`config.mk`:
```
export PLATFORM = sky130hd
export DESIGN_NAME = prn_port_top
export DESIGN_NICKNAME = d
export VERILOG_FILES = /design/src/rtl/prn_pkg.sv /design/src/rtl/prn_sync.sv /design/src/rtl/prn_bus_if.sv /design/src/rtl/prn_seq.sv /design/src/rtl/prn_port_top.sv
export SDC_FILE = /design/constraint.sdc
export NUM_CORES = 1
export LEC_CHECK = 0
export ABC_AREA = 1
export BUFFER_PORTS_ARGS = -buffer_cell sky130_fd_sc_hd__buf_2
export CAP_MARGIN = 20
export CORE_ASPECT_RATIO = 0.8
export CORE_UTILIZATION = 52
export CTS_BUF_LIST = sky130_fd_sc_hd__clkbuf_4
export CTS_CLUSTER_DIAMETER = 150
export DETAILED_ROUTE_END_ITERATION = 10
export PLACE_DENSITY = 0.85
export SETUP_SLACK_MARGIN = 0.4
export SYNTH_ARGS = -nofsm -noshare
export SYNTH_HDL_FRONTEND = slang
export SYNTH_SLANG_ARGS = --single-unit
```
`constraint.sdc`:
```
create_clock -name clk_i -period 1.66 [get_ports clk_i]
set_input_delay 0.083 -clock clk_i [delete_from_list [all_inputs] [get_ports clk_i]]
set_output_delay 0.083 -clock clk_i [all_outputs]
set_load 0.01 [all_outputs]
```
`src/rtl/prn_pkg.sv`:
```
package prn_pkg;
  localparam int unsigned ADDR_W   = 16;
  localparam int unsigned DATA_W   = 8;
  localparam logic [ADDR_W-1:0] BASE_ADDR = 16'hBEEC;
  localparam logic [1:0] OFF_DATA = 2'd0;
  localparam logic [1:0] OFF_STAT = 2'd1;

  typedef enum logic [2:0] {
    SQ_IDLE, SQ_WBUSY, SQ_SETUP, SQ_STRB, SQ_ACKL, SQ_ACKH
  } seq_st_e;

  typedef enum logic {BS_IDLE, BS_ACK} bus_st_e;
endpackage

```
`src/rtl/prn_sync.sv`:
```
module prn_sync #(
  parameter int unsigned W = 1,
  parameter logic [W-1:0] RST_VAL = '0
) (
  input  logic         clk_i,
  input  logic         rst_ni,
  input  logic [W-1:0] d_i,
  output logic [W-1:0] q_o
);
  logic [W-1:0] m_q, s_q;
  always_ff @(posedge clk_i or negedge rst_ni) begin
    if (!rst_ni) begin
      m_q <= RST_VAL;
      s_q <= RST_VAL;
    end else begin
      m_q <= d_i;
      s_q <= m_q;
    end
  end
  assign q_o = s_q;
endmodule

```
`src/rtl/prn_bus_if.sv`:
```
module prn_bus_if
  import prn_pkg::*;
#(
  parameter int unsigned AW = ADDR_W,
  parameter int unsigned DW = DATA_W,
  parameter logic [AW-1:0] BASE = BASE_ADDR
) (
  input  logic          clk_i,
  input  logic          rst_ni,
  input  logic          ready_s_i,
  input  logic          cs_s_i,
  input  logic          rd_nwr_i,
  input  logic [AW-1:0] addr_i,
  input  logic [DW-1:0] wdata_i,
  input  logic [DW-1:0] status_i,
  input  logic          busy_i,
  output logic          accept_o,
  output logic [DW-1:0] rdata_o,
  output logic          start_o,
  output logic [DW-1:0] byte_o
);
  bus_st_e      st_q;
  logic         accept_q, start_q;
  logic [DW-1:0] rdata_q, byte_q, rd_sel;
  logic         hit;
  logic [1:0]   off;

  assign hit = (addr_i[AW-1:2] == BASE[AW-1:2]);
  assign off = addr_i[1:0];

  always_comb begin
    unique case (off)
      OFF_STAT: rd_sel = status_i;
      default:  rd_sel = '0;
    endcase
  end

  // addr/data/dir are stable by protocol once synced ready is seen
  always_ff @(posedge clk_i or negedge rst_ni) begin
    if (!rst_ni) begin
      st_q     <= BS_IDLE;
      accept_q <= 1'b0;
      start_q  <= 1'b0;
      rdata_q  <= '0;
      byte_q   <= '0;
    end else begin
      start_q <= 1'b0;
      unique case (st_q)
        BS_IDLE: if (ready_s_i && cs_s_i && hit) begin
          accept_q <= 1'b1;
          st_q     <= BS_ACK;
          if (rd_nwr_i) rdata_q <= rd_sel;
          else if (off == OFF_DATA && !busy_i && !start_q) begin
            start_q <= 1'b1;
            byte_q  <= wdata_i;
          end
        end
        BS_ACK: if (!ready_s_i) begin
          accept_q <= 1'b0;
          st_q     <= BS_IDLE;
        end
        default: st_q <= BS_IDLE;
      endcase
    end
  end

  assign accept_o = accept_q;
  assign rdata_o  = rdata_q;
  assign start_o  = start_q;
  assign byte_o   = byte_q;

  a_r3_accept_hold: assert property (@(posedge clk_i) disable iff (!rst_ni)
    (accept_q && ready_s_i) |=> accept_q);
  a_r3_accept_fall: assert property (@(posedge clk_i) disable iff (!rst_ni)
    $fell(accept_q) |-> !$past(ready_s_i));
  a_r11_accept_rise: assert property (@(posedge clk_i) disable iff (!rst_ni)
    $rose(accept_q) |-> $past(cs_s_i && ready_s_i));
endmodule

```
`src/rtl/prn_seq.sv`:
```
module prn_seq
  import prn_pkg::*;
#(
  parameter int unsigned DW        = DATA_W,
  parameter int unsigned SETUP_CYC = 2,
  parameter int unsigned STRB_CYC  = 4
) (
  input  logic          clk_i,
  input  logic          rst_ni,
  input  logic          start_i,
  input  logic [DW-1:0] byte_i,
  input  logic          busy_s_i,
  input  logic          ack_s_ni,
  output logic [DW-1:0] pdata_o,
  output logic          strobe_no,
  output logic          pending_o,
  output logic          ack_seen_o
);
  localparam int unsigned MAXC  = (SETUP_CYC > STRB_CYC) ? SETUP_CYC : STRB_CYC;
  localparam int unsigned CNT_W = $clog2(MAXC + 1);
  localparam logic [CNT_W-1:0] SETUP_LAST = CNT_W'(SETUP_CYC - 1);
  localparam logic [CNT_W-1:0] STRB_LAST  = CNT_W'(STRB_CYC - 1);

  seq_st_e       st_q, st_d;
  logic [CNT_W-1:0] cnt_q;
  logic [DW-1:0] pdata_q;
  logic          strobe_q, ack_seen_q;

  always_comb begin
    st_d = st_q;
    unique case (st_q)
      SQ_IDLE:  if (start_i) st_d = SQ_WBUSY;
      SQ_WBUSY: if (!busy_s_i) st_d = SQ_SETUP;
      SQ_SETUP: if (cnt_q == SETUP_LAST) st_d = SQ_STRB;
      SQ_STRB:  if (cnt_q == STRB_LAST) st_d = SQ_ACKL;
      SQ_ACKL:  if (!ack_s_ni) st_d = SQ_ACKH;
      SQ_ACKH:  if (ack_s_ni) st_d = SQ_IDLE;
      default:  st_d = SQ_IDLE;
    endcase
  end

  always_ff @(posedge clk_i or negedge rst_ni) begin
    if (!rst_ni) begin
      st_q       <= SQ_IDLE;
      cnt_q      <= '0;
      pdata_q    <= '0;
      strobe_q   <= 1'b1;
      ack_seen_q <= 1'b0;
    end else begin
      st_q     <= st_d;
      strobe_q <= (st_d != SQ_STRB);
      cnt_q    <= (st_d != st_q) ? '0 : cnt_q + 1'b1;
      if (st_q == SQ_IDLE && start_i) begin
        pdata_q    <= byte_i;
        ack_seen_q <= 1'b0;
      end
      if (st_q == SQ_ACKL && !ack_s_ni) ack_seen_q <= 1'b1;
    end
  end

  assign pdata_o    = pdata_q;
  assign strobe_no  = strobe_q;
  assign pending_o  = (st_q != SQ_IDLE);
  assign ack_seen_o = ack_seen_q;

  a_r9_data_hold: assert property (@(posedge clk_i) disable iff (!rst_ni)
    (st_q != SQ_IDLE && $past(st_q) != SQ_IDLE) |-> $stable(pdata_q));
  a_r7_busy_blocks: assert property (@(posedge clk_i) disable iff (!rst_ni)
    (st_q == SQ_WBUSY && busy_s_i) |=> strobe_q);
  a_r8_strobe_min: assert property (@(posedge clk_i) disable iff (!rst_ni)
    $fell(strobe_q) |=> !strobe_q);
  a_r9_no_restart: assert property (@(posedge clk_i) disable iff (!rst_ni)
    (st_q == SQ_ACKL) |=> (st_q == SQ_ACKL || st_q == SQ_ACKH));
endmodule

```
`src/rtl/prn_port_top.sv`:
```
module prn_port_top
  import prn_pkg::*;
(
  input  logic              clk_i,
  input  logic              rst_ni,
  input  logic              ready_i,
  input  logic              cs_i,
  input  logic              rd_nwr_i,
  input  logic [ADDR_W-1:0] addr_i,
  input  logic [DATA_W-1:0] wdata_i,
  output logic [DATA_W-1:0] rdata_o,
  output logic              accept_o,
  output logic [DATA_W-1:0] pdata_o,
  output logic              strobe_no,
  input  logic              pack_ni,
  input  logic              pbusy_i
);
  logic ready_s, cs_s, busy_s, ack_s_n;
  logic start, pending, ack_seen;
  logic [DATA_W-1:0] start_byte, status;

  prn_sync #(.W(2), .RST_VAL(2'b00)) u_sync_cpu (
    .clk_i, .rst_ni, .d_i({ready_i, cs_i}), .q_o({ready_s, cs_s}));
  prn_sync #(.W(2), .RST_VAL(2'b01)) u_sync_prn (
    .clk_i, .rst_ni, .d_i({pbusy_i, pack_ni}), .q_o({busy_s, ack_s_n}));

  assign status = {{(DATA_W-3){1'b0}}, ack_seen, busy_s, pending};

  prn_bus_if u_bus (
    .clk_i, .rst_ni,
    .ready_s_i(ready_s), .cs_s_i(cs_s), .rd_nwr_i, .addr_i, .wdata_i,
    .status_i(status), .busy_i(pending),
    .accept_o, .rdata_o, .start_o(start), .byte_o(start_byte));

  prn_seq u_seq (
    .clk_i, .rst_ni,
    .start_i(start), .byte_i(start_byte),
    .busy_s_i(busy_s), .ack_s_ni(ack_s_n),
    .pdata_o, .strobe_no, .pending_o(pending), .ack_seen_o(ack_seen));
endmodule

```
==> metrics, run 1 <==
CP max stage cell=dfrtp_2; Hold WS=63.1 ps; initial antenna violation count=0; CTS tree=yes; CP Launch Type=register; pre-CTS setup slack=218 ps; die height=about 52 um; crit path buf inv count=2; wire per inst=~12 um; Via-to-Cell Ratio=slightly below 5; Die Wd=between 60 and 70 um; die area=roughly 3300 um2; Finished Cell Area=2240 um2; syn avg cell area=9.04 um2; GRT Total Usage=0.244; CP Class=reg -> reg; wirelength, routed=3590 um; status=finished, final reports clean; Clock transition at path regs=100 ps; final core utilization=0.788; fin worst setup slack=234 ps; slowest stage delay, CP=470 ps; fmax=701 MHz; critical-path maximum fanout=5; Non-Filler Instances=294; DR vias=1424; number of synthesized register bits=38; first-pass GRT wire length=5860 um; Max IR drop VDD=0.583 mV; remaining global-route overflow=0; # port buffers=43; final RePlAce weighted congestion=between 0.9 and 1; Setup TNS Final=0 ps; Finish-stage setup viols=0; Worst Skew=1.85 ps; largest net degree at the start of global routing=39; CP Capture Type=register; Area Overhead vs Synth=38.7%; Required @ worst endpoint=1900 ps; # clock sinks=38; final hold vios=0; placed insts=261; Final Max Tran Viols=0; CTS max path bufs=2; Synth warnings=0; Final Power=between 1.5 and 2 mW; P_leak=1.26 nW; Starting Density=0.568; number of buffers created by CTS=5; # diodes=0; reg2reg start=u_seq.st_q[0]; std cell rows=17; DP Area=1900 um2; maxcap violations=0; unrepaired setup endpoints after global routing=true; Final #Nets=289; clock root buffer master=clkbuf_4; clk_lat worst skew=340 ps; vias in the first global route=1378; Worst Hold Class=in -> reg; H-tree levels=2; DP Wirelength=2300 um; layout cells sized above 1=0.379; WP data arrival=1670 ps; worst hold start=rd_nwr_i; Final period util=0.859; count of different cell masters after synthesis=24; ANT nets after route=0; synthesized area=1620 um2; Core ar.=2850 um2; CP cell instances=buf_4, inv_1, nand3_2, nor2_2, nor2_2, nand2_1, nand2_1, nand3_2, nor2_1; I/O Pins=a little under 50; register area share after synthesis=0.590; Remaining DRCs=0; delay-heaviest family, CP=simple AND/OR/NAND/NOR gates; Initial DRT Pass Iterations=4; crit path time final=about 1400 ps; 1st-iter DRT viols=89; Pwr per Cell Area=715 nW/um2; Synth Instances=179; CP startpoint=u_seq.st_q[0]
## final cells by class
class | instances | area (um2)
sequential | 38 | 958
multi-input combinational | 120 | 644
fill | 194 | 606
timing repair buffer | 72 | 473
inverter | 18 | 67.6
tap | 38 | 47.5
clock buffer | 6 | 45.0
clock inverter | 2 | 8.76
## report_power, final
group / internal, mW / switching, mW
Combinational: 0.0893 / 0.0926
Sequential: 0.952 / 0.00898
Clock: 0.175 / 0.288
Total: 1.22 / 0.389
## registers in the layout (all words and copies together), names as in the netlist
name and cells:
u_bus.start_o 1, u_bus.accept_o 1, u_sync_cpu.q_o 2, u_seq.ack_seen_o 1, u_sync_prn.q_o 2, u_seq.st_q 3
u_bus.st_q 1, u_bus.byte_o 8, u_bus.rdata_o 3, u_sync_prn.m_q 2, u_seq.strobe_no 1, u_seq.cnt_q 3
u_sync_cpu.m_q 2, u_seq.pdata_o 8
## repair_timing
action,CTS,global route
resized for setup,6,16
pin swaps,11,11
hold buffers,13,0
endpoints found under the hold margin,47,0
endpoints found under the setup margin,21,26
buffers inserted,10,2
## layout by cell type, fill, tap and decap left out, drive strengths merged, types with 2 or more instances in the layout
cell type,count
nand3,18
dfstp,3
inv,18
nand4,3
ha,3
o21ai,5
nor2,16
nand2,62
clkinv,2
clkbuf,6
nor3,3
conb,5
dlygate4sd3,13
buf,59
dfrtp,35
## kinds of logic (layout without fill, tap and decap cells)
kind of cell,Yosys count,in the layout,share of synthesized area
simple gates,103,103,0.280
flops,38,38,0.590
buf+inv,25,98,0.0727
compound gates,9,9,0.0317
fa+ha+maj,3,3,0.0232
other cells,1,5,0.00232
## synth_stat cells (all sizes together)
cell type | count | area (um2)
a21oi | 1 | 5.00
o21ai | 5 | 25.0
dfrtp | 35 | 876
nor2 | 16 | 62.6
o22ai | 1 | 6.26
nand3b | 1 | 7.51
dfstp | 3 | 78.8
nand4 | 3 | 18.8
nand3 | 18 | 90.1
nand2 | 62 | 243
conb | 1 | 3.75
ha | 3 | 37.5
o211ai | 1 | 7.51
nor3 | 3 | 31.3
inv | 18 | 67.6
buf | 7 | 50.0
o31ai | 1 | 7.51
## final timing paths
kind                            slack, ps  cells after the start                 to
min in group asynchronous             300                      3   u_seq.ack_seen_o
worst min register to register        360                      0  u_sync_prn.q_o[0]
worst max-delay path                  230                      9     u_seq.cnt_q[0]
worst max register to register        230                      9     u_seq.cnt_q[0]
max in group asynchronous            1010                      3  u_sync_prn.m_q[0]
worst min-delay path                   60                      3   u_bus.rdata_o[1]
## per-layer routing
layer,vias up,share of wire,GRT usage
met5,-,0,0
met4,0,0.0084,0.0778
met3,5,0.047,0.0833
met2,33,0.51,0.435
met1,674,0.43,0.278
li1,712,-,-
## tightest hold or removal path, delay by kind of cell
family | cells | cell delay, ps
and+or+nand+nor | 2 | 140
buffers and inverters | 1 | 150
(Power assumes the default switching activity.)
==> inputs of run 2 (changes only) <==
- ABC_AREA: 1 -> not set
- CORE_UTILIZATION: 52 -> 53
- PLACE_DENSITY: 0.85 -> 0.86
==> run 2 against run 1 <==
Effect of this change:
- the run now ends with setup timing left
- synthesized cell count is 30% lower
- sequential share of layout area fell by 1.3 points
- total power rose by 7.3%
- area after synthesis is 2.4% higher
- non-clock buffer count down 5
- count of clock-buffer cells in the layout decreased by 1
- largest power group unchanged
- via count down 11%
- critical path depth shrank 3
- clock skew increased by 16 ps
- combinational power decreased by 27%
- final cell count shrank 20%
==> metrics, run 2 <==
status=finished, violations left; final core utilization=0.803 (+0.0151); H-tree levels=2 (unchanged); Core ar.=2870 um2 (+0.75%); fmax=586 MHz (-16%); vias in the first global route=1355 (-1.7%); largest area contributor in the netlist=dfrtp_1; count of different cell masters after synthesis=36 (+50%); GRT Total Usage=0.263 (+0.0194); P_leak=1.18 nW (-5.7%); Synth top area share=0.529 (-0.0127); initial antenna violation count=0 (unchanged); mux contribution to synthesized area=0.147 (+0.147); final hold vios=0 (unchanged); # diodes=0 (unchanged); CTS tree=yes; WP data arrival=1930 ps (+260 ps); Final #Nets=229 (-21%); I/O Pins=49 (unchanged); Die Wd=64.5 um (+0.23%); worst-margin pin slew=810 ps; Primary FF master, synth=dfrtp_1; largest net degree at the start of global routing=39 (unchanged); Starting Density=0.577 (+0.00930); largest family of logic cells by synthesized area=simple AND/OR/NAND/NOR gates; first-pass GRT wire length=6290 um (+7.3%); Via-to-Cell Ratio=5.44 (+12%); Synth area leaders=dfrtp_1, mux2_2, mux2_4, dfstp_2, buf_4; Commonest cells post-synth=dfrtp_1, mux2_2, mux2_4, nand2_1; Final period util=1.03 (+0.168); CP Capture Type=register; DR vias=1273 (-11%); commonest non-fill, non-tap cell in the layout=buf_2; Synth warnings=0 (unchanged); final RePlAce weighted congestion=0.821 (-9.9%); # clock sinks=38 (unchanged); 1st-iter DRT viols=45 (-49%); XOR/XNOR Fraction of Synth Area=0 (unchanged); die area=3350 um2 (+0.45%); number of synthesized register bits=38 (unchanged); DP Wirelength=2560 um (+11%); Synth Area in Adders=0.0227 (-0.000543); Remaining DRCs=0 (unchanged); CP cell instances=ha_2, ha_4, or2b_1, a211o_1, o31ai_4, a211oi_2; maxcap violations=0 (unchanged); Filler Cell Count=162 (-16%); Non-Filler Instances=234 (-20%); std cell rows=17 (unchanged); number of buffers created by CTS=5 (unchanged); layout cells sized above 1=0.515 (+0.136); unrepaired setup endpoints after global routing=true; register area share after synthesis=0.576 (-0.0138); clock root buffer master=clkbuf_4; most common cell in the netlist=dfrtp_1; CP Class=reg -> reg; crit path time final=1710 ps (+279 ps); critical-path maximum fanout=4 (-1); Finish-stage setup viols=3 (+3); slowest stage delay, CP=440 ps (-30 ps); # port buffers=43 (unchanged); Pwr per Cell Area=747 nW/um2 (+4.5%); wire per inst=17.0 um (+39%); Post-Synth Simple-Gate Area=0.153 (-0.127); clk_lat worst skew=360 ps (+20 ps); Initial DRT Pass Iterations=4 (unchanged); Worst Skew=17.6 ps (+15.7 ps); synthesized area=1660 um2 (+2.4%); highest-count cells in the layout ignoring fill and taps=buf_2, dfrtp_1, mux2_4; fin worst setup slack=-45.4 ps (-279 ps); post-synthesis compound-gate area fraction=0.0521 (+0.0204); remaining global-route overflow=0 (unchanged); Worst Hold Class=in -> reg; die height=52.0 um (+0.22%); placed insts=208 (-20%); failing checks=setup timing; ANT nets after route=0 (unchanged); Post-synth EDFFs=0 (unchanged); wirelength, routed=3980 um (+11%); Clock transition at path regs=130 ps (+30 ps); Area Overhead vs Synth=39.1%; CP Launch Type=register; asr flop ratio synth=1.00 (unchanged); Max IR drop VDD=0.568 mV (-2.5%); Synth Instances=125 (-30%); syn avg cell area=13.3 um2 (+47%); Final Max Tran Viols=0 (unchanged); Required @ worst endpoint=1880 ps (-20 ps); CP max stage cell=dfrtp_1; CTS max path bufs=2 (unchanged); worst rel slew slack=0.460
-- run 2: cell types whose count changed in the layout (fill, tap and decap cells not counted), sizes merged, moves of 4 or more --
cell,previous run,this run
nor2,16,6
inv,18,5
mux2,0,19
and2,0,4
a211oi,0,4
nand2,62,6
buf,59,54
nand3,18,4
-- run 2: kinds of logic after synthesis --
kind of cell	count (synthesis)
other	1
buffers and inverters	13
AO/OA/AOI/OAI	13
AND/OR/NAND/NOR	38
adder cells (fa/ha/maj)	3
multiplexers	19
flip-flops	38
-- run 2: per-stage QoR --
stage          TNS [ps]  hold WS [ps]  setup slack [ps]  instance area [um2]  power, mW
2_1_floorplan         0          -213               105                 1740       1.01
4_1_cts          -0.646           176            -0.646                 2270       1.72
3_5_place_dp      -34.6           190             -25.9                 1990       1.07
6_report           -109           175             -45.4                 2300       1.72
3_3_place_gp          0           189              76.5                 1990       1.06
5_1_grt            -200           206             -71.6                 2300       1.79
-- run 2: cell type report --
type                            instances  area [um2]  area share
Timing Repair Buffer                   67         444       0.193
Inverter                                5        18.8     0.00814
Sequential cell                        38         955       0.414
Multi-Input combinational cell         78         757       0.328
Clock inverter                          3        45.0      0.0195
Clock buffer                            5        37.5      0.0163
Tap cell                               38        47.5      0.0206
-- run 2: routing by layer --
metal,track usage,up-vias,wire (um)
met4,0.130,0,70
met3,0.0636,7,206
met5,0,-,0
met1,0.283,639,1500
met2,0.489,60,2200
li1,-,567,-
-- run 2: worst max-delay path, delay by kind of cell (launching register included) --
kind,cells,cell delay [ps]
and+or+nand+nor,1,210
adders and majority gates,2,370
DFF,1,440
AOI/OAI and AO/OA,3,540
-- run 2: path summary, 6_finish.rpt --
check	start	endpoint	slack (ps)	cells after the start
min in group asynchronous	rst_ni	u_bus.st_q	360	2
setup / recovery	u_seq.cnt_q[0]	u_seq.cnt_q[2]	-50	6
hold reg to reg	u_sync_cpu.m_q[1]	u_sync_cpu.q_o[1]	370	0
hold / removal	addr_i[10]	u_bus.st_q	170	5
setup reg to reg	u_seq.cnt_q[0]	u_seq.cnt_q[2]	-50	6
max in group asynchronous	rst_ni	u_bus.start_o	780	2
-- run 2: where the power goes --
part / internal [mW] / leakage [nW] / switching, mW
clock network: 0.316 / 0.0374 / 0.322
registers: 0.943 / 0.502 / 0.00982
logic: 0.0692 / 0.644 / 0.0633
-- run 2: repair_timing --
action	4_1_cts	5_1_grt
setup endpoints to repair	24	27
pin swaps	8	6
buffers inserted	4	1
resized for setup	9	5
hold endpoints to repair	47	0
hold buffers	13	0
